--- config.mk ---
export PLATFORM = sky130hd
export DESIGN_NAME = pack_shift_unit
export DESIGN_NICKNAME = d
export VERILOG_FILES = /design/src/rtl/pshift_pkg.sv /design/src/rtl/bank_decode.sv /design/src/rtl/lane_shift.sv /design/src/rtl/pack_shift_unit.sv
export SDC_FILE = /design/constraint.sdc
export NUM_CORES = 1
export LEC_CHECK = 0
export ABC_AREA = 1
export BUFFER_PORTS_ARGS = -buffer_cell sky130_fd_sc_hd__buf_2
export CORE_MARGIN = 2
export CORE_UTILIZATION = 50
export CTS_BUF_LIST = sky130_fd_sc_hd__clkbuf_8
export DETAILED_ROUTE_END_ITERATION = 16
export PLACE_DENSITY = 0.7
export RECOVER_POWER = 50
export SYNTH_ARGS = -nofsm -noshare
export SYNTH_HDL_FRONTEND = slang
export SYNTH_SLANG_ARGS = --single-unit
--- constraint.sdc ---
create_clock -name clk -period 5 [get_ports clk]
set_clock_uncertainty 0.15 [all_clocks]
set_input_delay 0.5 -clock clk [delete_from_list [all_inputs] [get_ports clk]]
set_output_delay 0.5 -clock clk [all_outputs]
set_load 0.005 [all_outputs]
--- src/rtl/pshift_pkg.sv ---
package pshift_pkg;

  typedef enum logic [1:0] {
    SOP_SRA  = 2'b00,
    SOP_SRL  = 2'b01,
    SOP_SLL  = 2'b10,
    SOP_PASS = 2'b11
  } shift_op_e;

  localparam logic [1:0] MM_MODIFY = 2'b01;

  function automatic logic mode_is_modified(input logic [1:0] mode);
    return mode == MM_MODIFY;
  endfunction

endpackage

--- src/rtl/bank_decode.sv ---
module bank_decode #(
  parameter int IDX_W     = 5,
  parameter int NARROW_LO = 2,
  parameter int WIDE_LO   = 16,
  parameter int WIDE_HI   = 29
) (
  input  logic [IDX_W-1:0] idx,
  output logic             is_narrow,
  output logic             is_wide
);
  localparam int IDX_MAX = (1 << IDX_W) - 1;
  localparam logic [IDX_W-1:0] N_LO = IDX_W'(NARROW_LO);
  localparam logic [IDX_W-1:0] W_LO = IDX_W'(WIDE_LO);
  localparam logic [IDX_W-1:0] W_HI = IDX_W'(WIDE_HI);

  always_comb begin
    is_narrow = (idx >= N_LO) && (idx < W_LO);
    is_wide   = (idx >= W_LO) && (idx <= W_HI);
  end

  initial begin
    assert_bank_order_R3: assert (NARROW_LO < WIDE_LO && WIDE_LO <= WIDE_HI && WIDE_HI <= IDX_MAX)
      else $error("bank edges out of order");
  end
endmodule

--- src/rtl/lane_shift.sv ---
module lane_shift
  import pshift_pkg::*;
#(
  parameter int W = 8
) (
  input  logic [W-1:0] x,
  input  logic [W-1:0] amt,
  input  shift_op_e    op,
  input  logic         modify,
  output logic [W-1:0] y
);
  localparam int A = $clog2(W);

  logic [A-1:0]   sh;
  logic [W-1:0]   sra_p, srl_p, sll_p, sat_v;
  logic [2*W-1:0] ext, ext_sh;
  logic           last_out, ovf;

  assign sh = amt[A-1:0];

  always_comb begin
    sra_p    = W'($signed(x) >>> sh);
    srl_p    = x >> sh;
    last_out = (sh == '0) ? 1'b0 : x[sh - A'(1)];
    ext      = {{W{x[W-1]}}, x};
    ext_sh   = ext << sh;
    sll_p    = ext_sh[W-1:0];
    ovf      = ext_sh[2*W-1:W] != {W{ext_sh[W-1]}};
    sat_v    = x[W-1] ? {1'b1, {(W-1){1'b0}}} : {1'b0, {(W-1){1'b1}}};
    unique case (op)
      SOP_SRA: y = sra_p + {{(W-1){1'b0}}, modify & last_out};
      SOP_SRL: y = srl_p + {{(W-1){1'b0}}, modify & last_out};
      SOP_SLL: y = (modify && ovf) ? sat_v : sll_p;
      default: y = x;
    endcase

    if (sh == '0) begin
      assert_zero_amt_R9: assert (y == x) else $error("zero shift changed lane");
    end
    if (op == SOP_SRL && sh != '0) begin
      assert_srl_bound_R7: assert (!y[W-1] || y == {1'b1, {(W-1){1'b0}}})
        else $error("logical right shift out of range");
    end
    if (op == SOP_SLL && modify) begin
      assert_sign_kept_R8: assert (y[W-1] == x[W-1] || x == '0)
        else $error("saturating left shift flipped sign");
    end
  end
endmodule

--- src/rtl/pack_shift_unit.sv ---
module pack_shift_unit
  import pshift_pkg::*;
#(
  parameter int DATA_W    = 32,
  parameter int NARROW_W  = 8,
  parameter int WIDE_W    = 16,
  parameter int IDX_W     = 5,
  parameter int IMM_HI_W  = 3,
  parameter int IMM_LO_W  = 5,
  parameter int NARROW_LO = 2,
  parameter int WIDE_LO   = 16,
  parameter int WIDE_HI   = 29
) (
  input  logic                clk,
  input  logic                rst,
  input  logic                in_valid,
  input  logic [IDX_W-1:0]    dst_idx,
  input  logic [1:0]          op_sel,
  input  logic [1:0]          mm,
  input  logic                imm_sel,
  input  logic [IMM_HI_W-1:0] imm_hi,
  input  logic [IMM_LO_W-1:0] imm_lo,
  input  logic [DATA_W-1:0]   src_val,
  input  logic [DATA_W-1:0]   amt_val,
  output logic                out_valid,
  output logic [DATA_W-1:0]   out_word
);
  localparam int N_NAR = DATA_W / NARROW_W;
  localparam int N_WID = DATA_W / WIDE_W;
  localparam int IMM_W = IMM_HI_W + IMM_LO_W;

  logic [IMM_W-1:0]  imm_amt;
  logic              is_narrow, is_wide, modify;
  shift_op_e         op;
  logic [DATA_W-1:0] nar_res, wid_res, res;

  assign imm_amt = {imm_hi, imm_lo};
  assign modify  = mode_is_modified(mm);
  assign op      = shift_op_e'(op_sel);

  bank_decode #(
    .IDX_W(IDX_W), .NARROW_LO(NARROW_LO), .WIDE_LO(WIDE_LO), .WIDE_HI(WIDE_HI)
  ) u_bank (
    .idx(dst_idx), .is_narrow(is_narrow), .is_wide(is_wide)
  );

  for (genvar g = 0; g < N_NAR; g++) begin : g_nar
    logic [NARROW_W-1:0] lane_amt;
    assign lane_amt = imm_sel ? NARROW_W'(imm_amt) : amt_val[g*NARROW_W +: NARROW_W];
    lane_shift #(.W(NARROW_W)) u_lane (
      .x(src_val[g*NARROW_W +: NARROW_W]), .amt(lane_amt), .op(op), .modify(modify),
      .y(nar_res[g*NARROW_W +: NARROW_W])
    );
  end

  for (genvar g = 0; g < N_WID; g++) begin : g_wid
    logic [WIDE_W-1:0] lane_amt;
    assign lane_amt = imm_sel ? WIDE_W'(imm_amt) : amt_val[g*WIDE_W +: WIDE_W];
    lane_shift #(.W(WIDE_W)) u_lane (
      .x(src_val[g*WIDE_W +: WIDE_W]), .amt(lane_amt), .op(op), .modify(modify),
      .y(wid_res[g*WIDE_W +: WIDE_W])
    );
  end

  always_comb begin
    if (is_narrow)    res = nar_res;
    else if (is_wide) res = wid_res;
    else              res = src_val;
  end

  always_ff @(posedge clk) begin
    if (rst) begin
      out_valid <= 1'b0;
      out_word  <= '0;
    end else begin
      out_valid <= in_valid;
      if (in_valid) out_word <= res;
    end
  end

  assert_valid_follow_R2: assert property (@(posedge clk) disable iff (rst)
    in_valid |=> out_valid) else $error("result strobe missing");
  assert_hold_idle_R2: assert property (@(posedge clk) disable iff (rst)
    !in_valid |=> (!out_valid && $stable(out_word))) else $error("idle cycle disturbed output");
  assert_outside_bank_R3: assert property (@(posedge clk) disable iff (rst)
    (in_valid && (dst_idx < IDX_W'(NARROW_LO) || dst_idx > IDX_W'(WIDE_HI)))
      |=> out_word == $past(src_val)) else $error("unbanked register altered word");
  assert_pass_op_R5: assert property (@(posedge clk) disable iff (rst)
    (in_valid && op_sel == 2'b11) |=> out_word == $past(src_val))
    else $error("pass op altered word");
endmodule

; Word-level counts from Yosys, hierarchy flattened
; Cells that the tools add are included.
[classes]
add_sub_neg = 18
order_cmp = 10
n_eq_ne = 9
shift = 18
n_mux = 44
bitwise_logic = 6
reduce_logical = 15
[op_table]
columns = cell, count
row1 = case mux 16 bit (3 select lines), 2
row2 = case mux 8 bit (3 select lines), 4
row3 = adder 16 x 1 -> 16 bit, 4
row4 = adder 8 x 1 -> 8 bit, 8
row5 = 2-to-1 mux 16 bit, 4
row6 = 2-to-1 mux 32 bit, 2
row7 = 2-to-1 mux 8 bit, 8
row8 = << shifter 16 x 3 -> 16 bit, 4
row9 = << shifter 32 x 4 -> 32 bit, 2
row10 = != test 16 bit, 2
row11 = != test 8 bit, 4
row12 = >> shifter 16 x 4 -> 16 bit, 2
row13 = >> shifter 8 x 3 -> 8 bit, 4
row14 = >>> shifter 16 x 4 -> 16 bit, 2
row15 = >>> shifter 8 x 3 -> 8 bit, 4
row16 = "< comparator 3 x 4 -> 1 bit, second input constant", 4
row17 = binary-select mux 1 bit (select 3 bit), 4
row18 = zero test 3 bit, 4
row19 = 2-to-1 mux 1 bit, 12
row20 = 2-to-1 mux 3 bit, 4
row21 = "subtractor 3 x 1 -> 3 bit, second input constant", 4
row22 = "< comparator 4 x 5 -> 1 bit, second input constant", 2
row23 = binary-select mux 1 bit (select 4 bit), 2
row24 = logical AND 1 bit, 8
row25 = 11 further kinds, 20
[word_totals]
regBits = 33
wordCells = 122

; Longest topological paths before layout
; Gate-level depths: netlist of the first run.
[depth]
ltp_word = 10
ltp_mapped = 29

; Hierarchy
; From an unflattened synthesis of the first run, not the netlist that was laid out.
[hier_totals]
hier_cells = 2489
area_unflattened_um2 = 13225.2
[modules_own_cells]
columns = module, n_inst, cells_each, area_each_um2
row1 = lane_shift (g_nar[0].u_lane ...), 4, 225, 1273.7
row2 = lane_shift (g_wid[1].u_lane), 1, 591, 2921.6
row3 = lane_shift (g_wid[0].u_lane), 1, 579, 2798.9
row4 = pack_shift_unit, 1, 413, 2384.8
row5 = bank_decode, 1, 6, 25.0

; Least setup slack after synthesis of the first run
; Ideal clock, no wire load.
[synth_path]
path_kind = input port to flip-flop
startpoint = in imm_sel
endpoint = reg out_word[12]
setup_time_ns = 0.071
arrival_time_ns = 3.514
t_required_ns = 4.779
slack_ns = 1.265
path_stages = 29
cell_sequence = buf_6 inv_8 buf_8 nand2_4 nand2_4 inv_4 buf_6 buf_6 buf_2 ha_1 inv_1 o21ai_0 o211ai_1 nand2_1 a211oi_1 ha_1 ha_1 inv_1 nor2_1 inv_1 nor2_1 nand3_1 nand2_1 nand3_1 nand2_1 nand2_1 nand2_1 nand2_1 a21oi_1
[synth_between]
elab_chain_cells = 10
elab_cells_between_ends = 34
classes_between = add/sub: 6 / eq/ne: 2 / shift: 6 / mux: 14 / bitwise: 2 / reduce/logical: 4
[synth_rtl]
columns = item, line
row1 = start: declaration, pack_shift_unit.sv:20  ; input logic imm_sel,
row2 = 2-to-1 mux 4 bit, pack_shift_unit.sv:58  ; assign lane_amt = imm_sel ? WIDE_W'(imm_amt) : amt_val[g*WIDE_W +: WIDE_W];
row3 = subtractor 4 x 1 -> 4 bit, lane_shift.sv:24  ; last_out = (sh == '0) ? 1'b0 : x[sh - A'(1)];
row4 = binary-select mux 1 bit (select 4 bit), lane_shift.sv:24
row5 = 2-to-1 mux 1 bit (implied by the code), lane_shift.sv:24
row6 = 2-to-1 mux 1 bit, lane_shift.sv:24
row7 = AND 1 bit, "lane_shift.sv:31, lane_shift.sv:32"
row8 = "adder 16 x 1 -> 16 bit, on equally long branches", "lane_shift.sv:32, lane_shift.sv:31"
row9 = case mux 16 bit (3 select lines), lane_shift.sv:30  ; unique case (op)
row10 = 2-to-1 mux 32 bit, pack_shift_unit.sv:67  ; else if (is_wide) res = wid_res;
row11 = 2-to-1 mux 32 bit *, pack_shift_unit.sv:66  ; if (is_narrow) res = nar_res;
row12 = end signal: assignment, pack_shift_unit.sv:77  ; if (in_valid) out_word <= res;
row13 = end: declaration, pack_shift_unit.sv:26  ; output logic [DATA_W-1:0] out_word
; Mark *: on every way between the ends. The rest lies on a longest branch, timed or not. The select of a mux whose other input is x is not followed.
; A chain may end at the register's enable or synchronous reset.

; Worst setup path in the final report of the first run
; Ends and elaborated chain as after synthesis.

==> results.txt, run 1 <==
- Crit share post-route: 0.793
* Placeable core region: 20,400 sq um
- In this run the worst setup path begins at imm_sel.
- Of the total power, combinational logic draws 0.716.
- Peak supply drop: 0.105 mV
- The multi-input combinational cells in the finished layout cover a total of 8370 sq um.
- Summed over all cells, the static leakage comes to 5.57 nW.
- Net Sw Frac: 0.556
* Total detailed-routing wirelength: 39,700 um
- TritonCTS built the clock tree.
- Final worst-path setup slack: 1040 ps
- Setup bufs post-CTS: 0
* Share of synthesized cell area in and, or, nand and nor gates: 0.553
- Asr flop ratio synth: 0
* Crit. End Element: flop
- Average routed wire per standard cell: 17.0 um
- Measured on the finished design, the core utilization comes to 0.533.
* Pwr/cell area: 180 nW/um^2
- DR iter-0 viols: 1,776
- Sum of overflow across all layers after global routing: 0
- The number of cells on the worst reg-to-reg path is 2.
* Number of warnings reported in the yosys synthesis log: 0
- Remaining antenna violation count after routing: 0
- Top FF cell, synth: sky130_fd_sc_hd__dfxtp_1
- Before antenna repair, the detailed router went through 6 iterations.
* Wire length of the first global-routing pass: 63,900 um
* Number of placement rows: 52
- For this run, design rule violations remaining after detail routing come to 0.
- Fill cells in the final layout number 2,222.
- PnR Total Power: 1.96 mW
- Once placement finished, the instance area stood at 10,800 sq um.
- Post-Synth Adder-Cell Area: 0.0239
* Avg Vias per Cell: 6.02
- Vias after detailed routing: 14,100
* XOR/XNOR Fraction of Synth Area: 0.00503
* Sequential area share after synthesis: 0.0632
- Ant diodes: 0
- Summed over all instances, the cell type with the most area after synthesis is sky130_fd_sc_hd__nand2_1.
- Final design instance area without fill: 10,900 sq um
- Of the post-synthesis cell area, the dominant cell type holds 0.254.
- The flow ran to the end, and the final reports show no timing, DRC or antenna violations.
* Height of the die: 149 um
- Startpoint types: primary input
- Setup repair after global routing left no endpoint under its margin.
- In this run, synthesis produced a sequential element count of 33.
- The library cells used most frequently in the layout, excluding fill and tap cells, are sky130_fd_sc_hd__nand2_1, sky130_fd_sc_hd__nand3_1, sky130_fd_sc_hd__inv_1, sky130_fd_sc_hd__o21ai_0, sky130_fd_sc_hd__nor2_1.
* Main combinational cell family by area after synthesis: simple AND/OR/NAND/NOR gates
- From synthesis to final layout, the design area changed by 3.83%.
- After the last flow step, the layout net total stands at 2,167.
- At the pin with the least slew margin, the transition time is 1010 ps.
- The share of total power dissipated in the clock network is 0.132.
- Max-slew violations: 0
* Starting Density: 0.514
- Static timing analysis puts the maximum clock frequency at 252 MHz.
* Sum of negative setup slack: 0 ps
* Endpoints failing setup: 0
- Input and output buffers added on the ports amount to 94.
- Cell types with the largest area share after synthesis: sky130_fd_sc_hd__nand2_1, sky130_fd_sc_hd__nand3_1, sky130_fd_sc_hd__o21ai_0
- Final weighted congestion in routability-driven placement: 1.10
- CP max FO: 16
- Data on the critical path is required at its endpoint by 5070 ps.
* Fraction of final layout cells sized beyond drive strength 1: 0.110
- Count of mapped cells out of synthesis: 2,046
- TritonCTS created 5 clock buffers.
- During I/O placement, the number of pins put on the boundary was 118.
* DPL Wire Length: 30,900 um
- The floorplan step defined a die boundary enclosing 22,100 sq um.
* Worst endpoint data arrival time: 4030 ps
* Largest net degree at the start of global routing: 53
- Hold-critical path depth: 2
- Hold-fix buffers at CTS: 0
- Clock transition at path regs: 70 ps
* Commonest non-fill, non-tap cell in the layout: sky130_fd_sc_hd__nand2_1
- Final Hold Vio Count: 0
* Die Wd: 149 um
- Net Switching: 1.09 mW
- The compound-cell area share of the yosys netlist came to 0.216.
- In the global route stage, overall resource usage came out at 0.352.
- R2r startpoint: out_word[27]
- Worst setup path class: primary input to flop
- The number of global-route vias before repair is 12,900.
- The path class of the tightest hold or removal check is flop to flop.
- The number of different library cells used by synthesis comes to 56.
- Before CTS, the worst setup slack after placement is 768 ps.
* Area used by sequential logic in the layout: 661 sq um
* Cell Area, Synth: 10,500 sq um
* Initial antenna violation count: 0
- Later-pin clock latency in the skew report: 280 ps
- Number of flops mapped to enable cells by yosys: 0
- Max Buffers Root-to-Sink: 2
- Share of cell area taken by muxes after synthesis: 0.000957
- Counting every net in the synthesized netlist gives 2,151.
* Final critical-path required period: 3960 ps
- The clock tree synthesis step divided the H-tree into 2 levels.
* Sequential fraction of design power: 0.152
- In this run the clock root is driven by a sky130_fd_sc_hd__clkbuf_8.
- The internal portion of the total power is 0.871 mW.
- In this run the mean area of a mapped cell was 5.11 sq um.
- The worst pin sits at a relative slew slack of 0.326.
* Number of max-cap violations: 0
- Count of instances resized after the clock tree is built: 0
- The startpoint identified for the worst hold timing path is out_word[18].
- CTS saw 33 sinks.
logic make-up after synthesis:
kind of cell / Yosys count
AND/OR/NAND/NOR: 1287
AO/OA/AOI/OAI: 400
buffers and inverters: 299
flip-flops: 33
adder cells (fa/ha/maj): 20
XOR/XNOR: 6
multiplexers: 1
worst paths after layout:
| path | to | slack [ps] |
|---|---|---|
| max reg2reg | out_word[27] | 4160 |
| min reg2reg | out_word[18] | 310 |
| min | out_word[18] | 310 |
| max | out_word[12] | 1040 |
flip-flops by register name, summed over array words and instances, names as in the netlist:
register / count
out_word: 32
out_valid: 1
critical path: stages:
cell and delay [ps]:
sky130_fd_sc_hd__buf_2 210, sky130_fd_sc_hd__inv_8 190, sky130_fd_sc_hd__nand2_8 140, sky130_fd_sc_hd__nand2_4 150
sky130_fd_sc_hd__inv_1 90, sky130_fd_sc_hd__ha_1 220, sky130_fd_sc_hd__ha_1 320, sky130_fd_sc_hd__inv_1 80
sky130_fd_sc_hd__o21ai_0 80, sky130_fd_sc_hd__o211ai_1 160, sky130_fd_sc_hd__nand2_1 70, sky130_fd_sc_hd__a211oi_1 280
sky130_fd_sc_hd__ha_1 240, sky130_fd_sc_hd__ha_1 150, sky130_fd_sc_hd__inv_1 50, sky130_fd_sc_hd__nor2_1 150
sky130_fd_sc_hd__inv_1 70, sky130_fd_sc_hd__nor2_1 190, sky130_fd_sc_hd__nand3_1 110, sky130_fd_sc_hd__nand2_1 80
sky130_fd_sc_hd__nand3_1 60, sky130_fd_sc_hd__nand2_1 90, sky130_fd_sc_hd__nand2_1 50, sky130_fd_sc_hd__nand2_1 90
sky130_fd_sc_hd__nand2_1 80, sky130_fd_sc_hd__a21oi_1 130
cell usage after synthesis, types with 5 or more instances:
master,instances
sky130_fd_sc_hd__buf_6,27
sky130_fd_sc_hd__nor2_4,6
sky130_fd_sc_hd__nand3_1,331
sky130_fd_sc_hd__a211oi_1,5
sky130_fd_sc_hd__o21ai_0,146
sky130_fd_sc_hd__inv_2,17
sky130_fd_sc_hd__nor3_1,14
sky130_fd_sc_hd__nor2_1,124
sky130_fd_sc_hd__a21oi_1,112
sky130_fd_sc_hd__nand4_1,21
sky130_fd_sc_hd__nor2_2,12
sky130_fd_sc_hd__xor2_1,6
sky130_fd_sc_hd__buf_4,14
sky130_fd_sc_hd__nand2_1,707
sky130_fd_sc_hd__nand3_2,12
sky130_fd_sc_hd__buf_2,26
sky130_fd_sc_hd__o21a_1,8
sky130_fd_sc_hd__ha_1,20
sky130_fd_sc_hd__dfxtp_1,33
sky130_fd_sc_hd__inv_1,162
sky130_fd_sc_hd__buf_1,7
sky130_fd_sc_hd__o211ai_1,28
sky130_fd_sc_hd__nand2_4,13
sky130_fd_sc_hd__o21ai_1,49
sky130_fd_sc_hd__nand2_2,24
sky130_fd_sc_hd__a21oi_2,8
sky130_fd_sc_hd__nand3b_1,8
sky130_fd_sc_hd__a31oi_1,16
sky130_fd_sc_hd__clkbuf_1,38
routing by layer:
layer | vias to the layer above | part of all wire | global-route usage
li1 | 6853 | - | -
met5 | - | 0 | 0
met3 | 177 | 0.087 | 0.0368
met1 | 6241 | 0.38 | 0.425
met4 | 0 | 0.059 | 0.190
met2 | 781 | 0.47 | 0.614
through the flow:
| stage | instances | hold WS, ps |
|---|---|---|
| 6_report | 2333 | 315 |
| 5_1_grt | 2333 | 333 |
| 4_1_cts | 2333 | 313 |
| 3_5_place_dp | 2325 | 303 |
| 3_3_place_gp | 2325 | 300 |
| 2_1_floorplan | 2046 | 312 |
final cells by class:
| type | instances | area share |
|---|---|---|
| Clock buffer | 6 | 0.00761 |
| Clock inverter | 2 | 0.00311 |
| Inverter | 185 | 0.0653 |
| Multi-Input combinational cell | 1714 | 0.771 |
| Sequential cell | 33 | 0.0608 |
| Tap cell | 270 | 0.0311 |
| Timing Repair Buffer | 123 | 0.0612 |
power groups by stage:
stage          clock (mW)  combinational, mW  sequential (mW)
6_report            0.258               1.40            0.297
5_1_grt             0.270               1.56            0.299
4_1_cts             0.258               1.37            0.297
3_5_place_dp            0               1.36            0.303
3_3_place_gp            0               1.35            0.302
2_1_floorplan           0               1.04            0.303
Power figures use the tool's default switching activity.
==> inputs of run 2 (changes only) <==
==> constraint.sdc (replaced) <==
create_clock -name clk -period 4 [get_ports clk]
set_clock_uncertainty 0.15 [all_clocks]
set_input_delay 0.4 -clock clk [delete_from_list [all_inputs] [get_ports clk]]
set_output_delay 0.4 -clock clk [all_outputs]
set_load 0.005 [all_outputs]
==> run 2 against run 1 <==
Compared with the run above:
- clock power up 29%
- sequential cell count unchanged
- sequential power up 25%
- critical path depth down 6
- first-iteration DRC count down 28%
- wire length up 4.9%
- sequential share of layout area down 0.19 points
- register-to-register slack worse by 980 ps
- final cell count up 1.9%
- combinational power up 30%
==> results.txt, run 2 (synthesis results as in run 1) <==
- Series of cell instances along the critical path: buf_2 > nand2_8 > buf_4 > nand2_2 > inv_1 > ha_1 > ha_1 > o311ai_0 > nand2_1 > a211oi_1 > buf_4 > ha_1 > nand3_2 > nor2_2 > nand2_2 > inv_2 > nor2_1 > o31ai_1 > nand2_1 > a21oi_1
* Clock transition at path regs: 70 ps (about the same)
- The post-route non-filler standard cell count was 2,378 (was 2,333).
* DPL Wire Length: 32,700 um (was 30,900 um)
* CP max FO: 7 (was 16)
* Number of I/O pins: 118 (unchanged)
* Crit. End Element: flop (unchanged)
* Average routed wire per standard cell: 17.5 um (was 17.0 um)
* Remaining antenna violation count after routing: 0 (unchanged)
* Total detailed-routing wirelength: 41,600 um (was 39,700 um)
- Setup bufs post-CTS: 0 (unchanged)
- The total routing resource utilization after global routing was 0.370 (was 0.352).
- The violation count after the first detailed-route iteration was 1,276 (was 1,776).
- The worst min-delay path category was flop to flop (unchanged).
* Sum of negative setup slack: 0 ps (unchanged)
- Later-pin clock latency in the skew report: 280 ps (about the same)
- The number of max-cap violations is 0 (unchanged).
- Achievable Freq: 275 MHz
- 1st-pass router iterations: 6 (unchanged)
- The startpoint-to-endpoint class of the critical path is primary input to flop (unchanged).
* Starting Density: 0.514 (unchanged)
- Most flop-heavy register: out_word (unchanged)
- Layout-stage area growth over the synthesis result: 7.20% (was 3.83%)
* Avg Vias per Cell: 5.91 (was 6.02)
- Final weighted congestion in routability-driven placement: 1.00 (was 1.10)
* Ant diodes: 0 (unchanged)
- The clock period could shrink to 3640 ps.
- The arrival time at the worst endpoint was 3710 ps (was 4030 ps).
- Outcome: finished clean (unchanged)
- Dividing the final minimum period by the clock period gives 0.909.
* Count of instances resized after the clock tree is built: 0 (unchanged)
* Commonest non-fill, non-tap cell in the layout: sky130_fd_sc_hd__nand2_1 (unchanged)
- The most frequent cell on the critical path is sky130_fd_sc_hd__ha_1 (was sky130_fd_sc_hd__nand2_1).
- The core area was 20,400 sq um (unchanged).
- Number of global-route vias before repair: 13,300 (was 12,900)
* Nets: 2,212 (was 2,167)
* Peak supply drop: 0.137 mV (was 0.105 mV)
- Final worst-path setup slack: 364 ps (was 1040 ps)
* Startpoint types: primary input (unchanged)
- Crit-path leading delay family: compound AO/OA/AOI/OAI gates (was simple AND/OR/NAND/NOR gates)
- The number of endpoints with negative hold slack in the final report is 0 (unchanged).
- The chip width was 149 um (unchanged).
* Unrepaired setup endpoints after global routing: false (unchanged)
* DRC violation count after routing: 0 (unchanged)
- The worst setup slack before clock tree synthesis is 77.9 ps (was 768 ps).
- The CTS buffer count came to 5 (unchanged).
* Sum of overflow across all layers after global routing: 0 (unchanged)
- Total clock sinks: 33 (unchanged)
- Die Area: 22,100 sq um (unchanged)
* Largest net degree at the start of global routing: 53 (unchanged)
- Vias after detailed routing: 14,100 (about the same)
- Number of placed instances, taps included: 2,370 (was 2,325)
* CTS root buf: sky130_fd_sc_hd__clkbuf_8 (unchanged)
- The number of buffers on the longest clock path was 2 (unchanged).
- The final count of pins violating max slew came to 0 (unchanged).
- Hold-fix buffers at CTS: 0 (unchanged)
- Top library cells by usage in the layout, fill and taps aside: sky130_fd_sc_hd__nand2_1, sky130_fd_sc_hd__nand3_1, sky130_fd_sc_hd__inv_1, sky130_fd_sc_hd__o21ai_0, sky130_fd_sc_hd__nor2_1 (unchanged).
* Clock tree from TritonCTS: yes (unchanged)
- The delay of the slowest cell on the worst path came to 350 ps (was 320 ps).
- Cell with the largest stage delay on the worst path: sky130_fd_sc_hd__o311ai_0 (was sky130_fd_sc_hd__ha_1)
* Endpoints failing setup: 0 (unchanged)
- The fill cell instance count of the final layout is 2,335 (was 2,222).
* Slew at the pin closest to its max-slew limit: 1080 ps (was 1010 ps)
- The areal power density over the cells is 225 nW/um^2 (was 180 nW/um^2).
* Largest registers: out_word (32), out_valid (1) (unchanged)
- The worst relative slew slack came to 0.278 (was 0.326).
- Leakage power summed over all cells: 5.78 nW (was 5.57 nW)
* Height of the die: 149 um (unchanged)
- Worst path required time: 4070 ps (was 5070 ps)
- The row count was 52 (unchanged).
- The level count of the clock H-tree is 2 (unchanged).
* Number of input and output port buffers inserted: 94 (unchanged)
- The total power after layout came to 2.53 mW (was 1.96 mW).
* Flip-flop count of the largest register after layout: 32 (unchanged)
- Initial antenna violation count: 0 (unchanged)
- The worst path buffer plus inverter count is 5 (was 6).
- Fraction of final layout cells sized beyond drive strength 1: 0.129 (was 0.110)
- Wire length of the first global-routing pass: 66,000 um (was 63,900 um)
[run 2: changes by cell type in the layout (fill, tap and decap cells not counted), sizes merged]
cell and delta:
buf +44, clkbuf +1, clkinvlp +1, inv -1
[run 2: final timing paths]
path | cells after the start | startpoint | slack [ps] | end
worst min-delay path | 2 | out_word[12] | 310 | out_word[12]
worst min register to register | 2 | out_word[12] | 310 | out_word[12]
worst max register to register | 2 | out_word[26] | 3180 | out_word[26]
worst max-delay path | 20 | imm_sel | 360 | out_word[23]
[run 2: metrics by stage]
step           hold WS [ps]  instance area [sq um]  utilization
2_1_floorplan           312                  10500            -
3_3_place_gp            299                  11100        0.546
3_5_place_dp            305                  11100        0.546
4_1_cts                 316                  11200        0.552
5_1_grt                 336                  11200        0.551
6_report                312                  11200        0.551
[run 2: area by class of cell]
type / instances / area (sq um) / share of cell area
Multi-Input combinational cell: 1714 / 8370 / 0.747
Clock inverter: 2 / 37.5 / 0.00335
Clock buffer: 6 / 82.6 / 0.00737
Sequential cell: 33 / 661 / 0.0589
Timing Repair Buffer: 168 / 1010 / 0.0904
Inverter: 185 / 709 / 0.0633
Tap cell: 270 / 338 / 0.0301
[run 2: power by group]
| part | internal [mW] | switching, mW |
|---|---|---|
| combinational | 0.570 | 1.25 |
| clock | 0.203 | 0.130 |
| sequential | 0.357 | 0.0143 |
[run 2: metal layers]
metal,up-vias,part of all wire,wire [um],track usage
li1,6947,-,-,-
met1,6257,0.38,15700,0.412
met2,651,0.46,19200,0.644
met3,209,0.069,2860,0.0380
met4,0,0.093,3880,0.294
met5,-,0,0,0
[run 2: worst min-delay path, stage by stage (launching register included)]
cell                      delay [ps]
sky130_fd_sc_hd__dfxtp_1         310
sky130_fd_sc_hd__nand2_1          60
sky130_fd_sc_hd__a21oi_1          50
==> inputs of run 3 (changes only) <==
--- a/config.mk
+++ b/config.mk
@@ -6,12 +6,11 @@
 export NUM_CORES = 1
 export LEC_CHECK = 0
 export ABC_AREA = 1
-export BUFFER_PORTS_ARGS = -buffer_cell sky130_fd_sc_hd__buf_2
 export CORE_MARGIN = 2
 export CORE_UTILIZATION = 50
 export CTS_BUF_LIST = sky130_fd_sc_hd__clkbuf_8
 export DETAILED_ROUTE_END_ITERATION = 16
-export PLACE_DENSITY = 0.7
+export DONT_BUFFER_PORTS = 1
 export RECOVER_POWER = 50
 export SYNTH_ARGS = -nofsm -noshare
 export SYNTH_HDL_FRONTEND = slang
==> run 3 against run 2 <==
Compared with the run above:
- non-clock buffer count decreased by 124
- via count shrank 4.2%
- cell area is 6.1% lower
- combinational power shrank 7%
- core utilization is 3.4 points lower
- highest routed layer is now met5
- largest cell class unchanged
- wire length decreased by 1.1%
==> results.txt, run 3 (synthesis results as in run 1) <==
- Clock tree from TritonCTS: yes (unchanged)
- The worst flop-to-flop path startpoint is out_word[17] (was out_word[26]).
* Worst endpoint data arrival time: 3540 ps (was 3710 ps)
- Layout-stage area growth over the synthesis result: 0.622% (was 7.20%)
* Final critical-path required period: 3470 ps (was 3640 ps)
* Height of the die: 149 um (unchanged)
- 1st-pass router iterations: 7 (was 6)
* Outcome: finished clean (unchanged)
- Achievable Freq: 288 MHz (was 275 MHz)
- The CTS buffer count is 5 (unchanged).
- Number of global-route vias before repair: 12,100 (was 13,300)
- The worst relative slew slack was 0.289 (was 0.278).
- Number of placed instances, taps included: 2,246 (was 2,370)
- The first-pass GRT wire length came to 64,500 um (was 66,000 um).
- Starting Density: 0.514 (unchanged)
- Flip-flop count of the largest register after layout: 32 (unchanged)
- The routability congestion estimate from global placement was 1.03 (was 1.00).
- Gate power share: 0.708 (was 0.721)
- The number of nets in the finished design was 2,088 (was 2,212).
- The capture instance of the worst register-to-register path is out_word[17] (was out_word[26]).
- Crit. End Element: flop (unchanged)
* Sum of negative setup slack: 0 ps (unchanged)
- The post-cts resize count came to 0 (unchanged).
- The count of buffers added by post-CTS timing repair for setup was 0 (unchanged).
- Hold Crit Endpoint: out_word[16] (was out_word[12])
* Hold-critical path depth: 1 (was 2)
- Total clock sinks: 33 (unchanged)
- The final clock period utilization by the worst path was 0.867 (was 0.909).
- Vias after detailed routing: 13,500 (was 14,100)
- Clock network fraction of total power: 0.133 (was 0.132)
* Top library cells by usage in the layout, fill and taps aside: sky130_fd_sc_hd__nand2_1, sky130_fd_sc_hd__nand3_1, sky130_fd_sc_hd__inv_1, sky130_fd_sc_hd__o21ai_0, sky130_fd_sc_hd__nor2_1 (unchanged)
- The number of remaining DRC errors is 0 (unchanged).
* Setup slack of the worst register-to-register path: 3150 ps (was 3180 ps)
* Peak supply drop: 0.132 mV (was 0.137 mV)
- Pwr/cell area: 227 nW/um^2 (was 225 nW/um^2)
* Startpoint types: primary input (unchanged)
* Net Sw Frac: 0.557 (was 0.553)
- Max-slew violations: 0 (unchanged)
* Hold WS: 20.8 ps (was 312 ps)
* Avg Vias per Cell: 5.98 (was 5.91)
* Later-pin clock latency in the skew report: 280 ps (about the same)
* Initial antenna violation count: 1 (was 0)
- The proportion of layout cells with a drive suffix above 1 was 0.0847 (was 0.129).
- The antenna diode count came to 0 (unchanged).
- CTS root buf: sky130_fd_sc_hd__clkbuf_8 (unchanged)
- CP max FO: 13 (was 7)
* Largest registers: out_word (32), out_valid (1) (unchanged)
- The chip width was 149 um (unchanged).
* Sum of overflow across all layers after global routing: 0 (unchanged)
- The core area came to 20,400 sq um (unchanged).
* Largest net degree at the start of global routing: 53 (unchanged)
- Final worst-path setup slack: 534 ps (was 364 ps)
- The violation count after the first detailed-route iteration was 1,368 (was 1,276).
* Number of input and output port buffers inserted: 0 (was 94)
- Hold crit path type: primary input to flop (was flop to flop)
- Endpoints failing setup: 0 (unchanged)
- Remaining antenna violation count after routing: 0 (unchanged)
- The most common library cell in the layout ignoring fill and taps was sky130_fd_sc_hd__nand2_1 (unchanged).
- The endpoint required time on the critical path was 4070 ps (about the same).
* Final Hold Vio Count: 0 (unchanged)
* Die Area: 22,100 sq um (unchanged)
* Average routed wire per standard cell: 18.3 um (was 17.5 um)
- Most flop-heavy register: out_word (unchanged)
- The row count was 52 (unchanged).
* Worst Reg2Reg Path Length in Cells: 2 (unchanged)
* Clock transition at path regs: 80 ps (was 70 ps)
- The number of buffers on the longest clock path came to 2 (unchanged).
- The level count of the clock H-tree is 2 (unchanged).
* Worst setup slack before clock tree synthesis: 278 ps (was 77.9 ps)
* Unrepaired setup endpoints after global routing: false (unchanged)
* Number of I/O pins: 118 (unchanged)
- The fill cell instance count of the final layout came to 2,318 (was 2,335).
- The sum of net half-perimeters after detailed placement was 32,400 um (was 32,700 um).
- Hold-fix buffers at CTS: 0 (unchanged)
- Beginning of the worst hold path: rst (was out_word[12])
- The final core utilization was 0.517 (was 0.551).
- The post-detailed-routing wire length was 41,200 um (was 41,600 um).
* Total routing resource utilization after global routing: 0.363 (was 0.370)
- Leakage power summed over all cells: 5.30 nW (was 5.78 nW)
* Number of max-cap violations: 0 (unchanged)
- The internal cell power came to 1.06 mW (was 1.13 mW).
- The startpoint-to-endpoint class of the critical path is primary input to flop (unchanged).
* Slew at the pin closest to its max-slew limit: 1060 ps (was 1080 ps)
- Net Switching: 1.33 mW (was 1.40 mW)
- The post-route non-filler standard cell count was 2,254 (was 2,378).
* Sequential fraction of design power: 0.159 (was 0.147)
-- run 3: cell count changes in the layout (fill, tap and decap cells not counted), sizes merged --
cell | before | now
buf | 148 | 44
clkbuf | 26 | 5
clkinv | 2 | 3
-- run 3: worst max path at each step --
stage	slack, ps	from	cells after the start	endpoint
3_5_place_dp	280	imm_sel	25	out_word[14]
4_1_cts	560	imm_sel	25	out_word[14]
3_3_place_gp	320	imm_sel	25	out_word[14]
6_report	530	imm_sel	25	out_word[14]
5_1_grt	140	imm_sel	25	out_word[10]
2_1_floorplan	370	imm_sel	29	out_word[12]
-- run 3: area by class of cell --
type | count | area (sq um) | share of cell area
Sequential cell | 33 | 661 | 0.0628
Tap cell | 270 | 338 | 0.0321
Multi-Input combinational cell | 1714 | 8370 | 0.795
Clock buffer | 5 | 68.8 | 0.00654
Inverter | 185 | 709 | 0.0674
Clock inverter | 3 | 46.3 | 0.00440
Timing Repair Buffer | 44 | 330 | 0.0314
-- run 3: layer usage --
| layer | vias up | global-route usage | share of wire |
|---|---|---|---|
| met5 | - | 0 | 0.00032 |
| met2 | 641 | 0.623 | 0.47 |
| met3 | 149 | 0.0402 | 0.072 |
| met4 | 2 | 0.198 | 0.064 |
| met1 | 6003 | 0.445 | 0.39 |
| li1 | 6681 | - | - |
-- run 3: critical path, stage by stage --
cell	delay, ps
sky130_fd_sc_hd__inv_8	130
sky130_fd_sc_hd__nand2_8	70
sky130_fd_sc_hd__nand2_4	100
sky130_fd_sc_hd__inv_1	70
sky130_fd_sc_hd__ha_1	220
sky130_fd_sc_hd__ha_1	320
sky130_fd_sc_hd__inv_1	80
sky130_fd_sc_hd__o21ai_0	80
sky130_fd_sc_hd__o211ai_1	170
sky130_fd_sc_hd__nand2_1	70
sky130_fd_sc_hd__a211oi_1	230
sky130_fd_sc_hd__ha_1	250
sky130_fd_sc_hd__ha_1	160
sky130_fd_sc_hd__inv_1	50
sky130_fd_sc_hd__nor2_1	130
sky130_fd_sc_hd__nand2_1	110
sky130_fd_sc_hd__nor2_1	220
sky130_fd_sc_hd__nand2_1	90
sky130_fd_sc_hd__nand2_1	70
sky130_fd_sc_hd__nand3_1	60
sky130_fd_sc_hd__nand2_1	90
sky130_fd_sc_hd__nand2_1	40
sky130_fd_sc_hd__nand2_1	80
sky130_fd_sc_hd__nand2_1	100
sky130_fd_sc_hd__a21oi_1	140
-- run 3: power by group through the flow --
stage | registers, mW | clock network [mW] | logic [mW]
6_report | 0.380 | 0.317 | 1.69
5_1_grt | 0.382 | 0.333 | 1.89
4_1_cts | 0.380 | 0.317 | 1.66
3_5_place_dp | 0.388 | 0 | 1.65
3_3_place_gp | 0.388 | 0 | 1.65
2_1_floorplan | 0.379 | 0 | 1.30
-- run 3: through the flow --
step	total power [mW]	area, sq um
2_1_floorplan	1.68	10500
3_3_place_gp	2.03	10400
3_5_place_dp	2.04	10400
4_1_cts	2.36	10500
5_1_grt	2.60	10500
6_report	2.39	10500
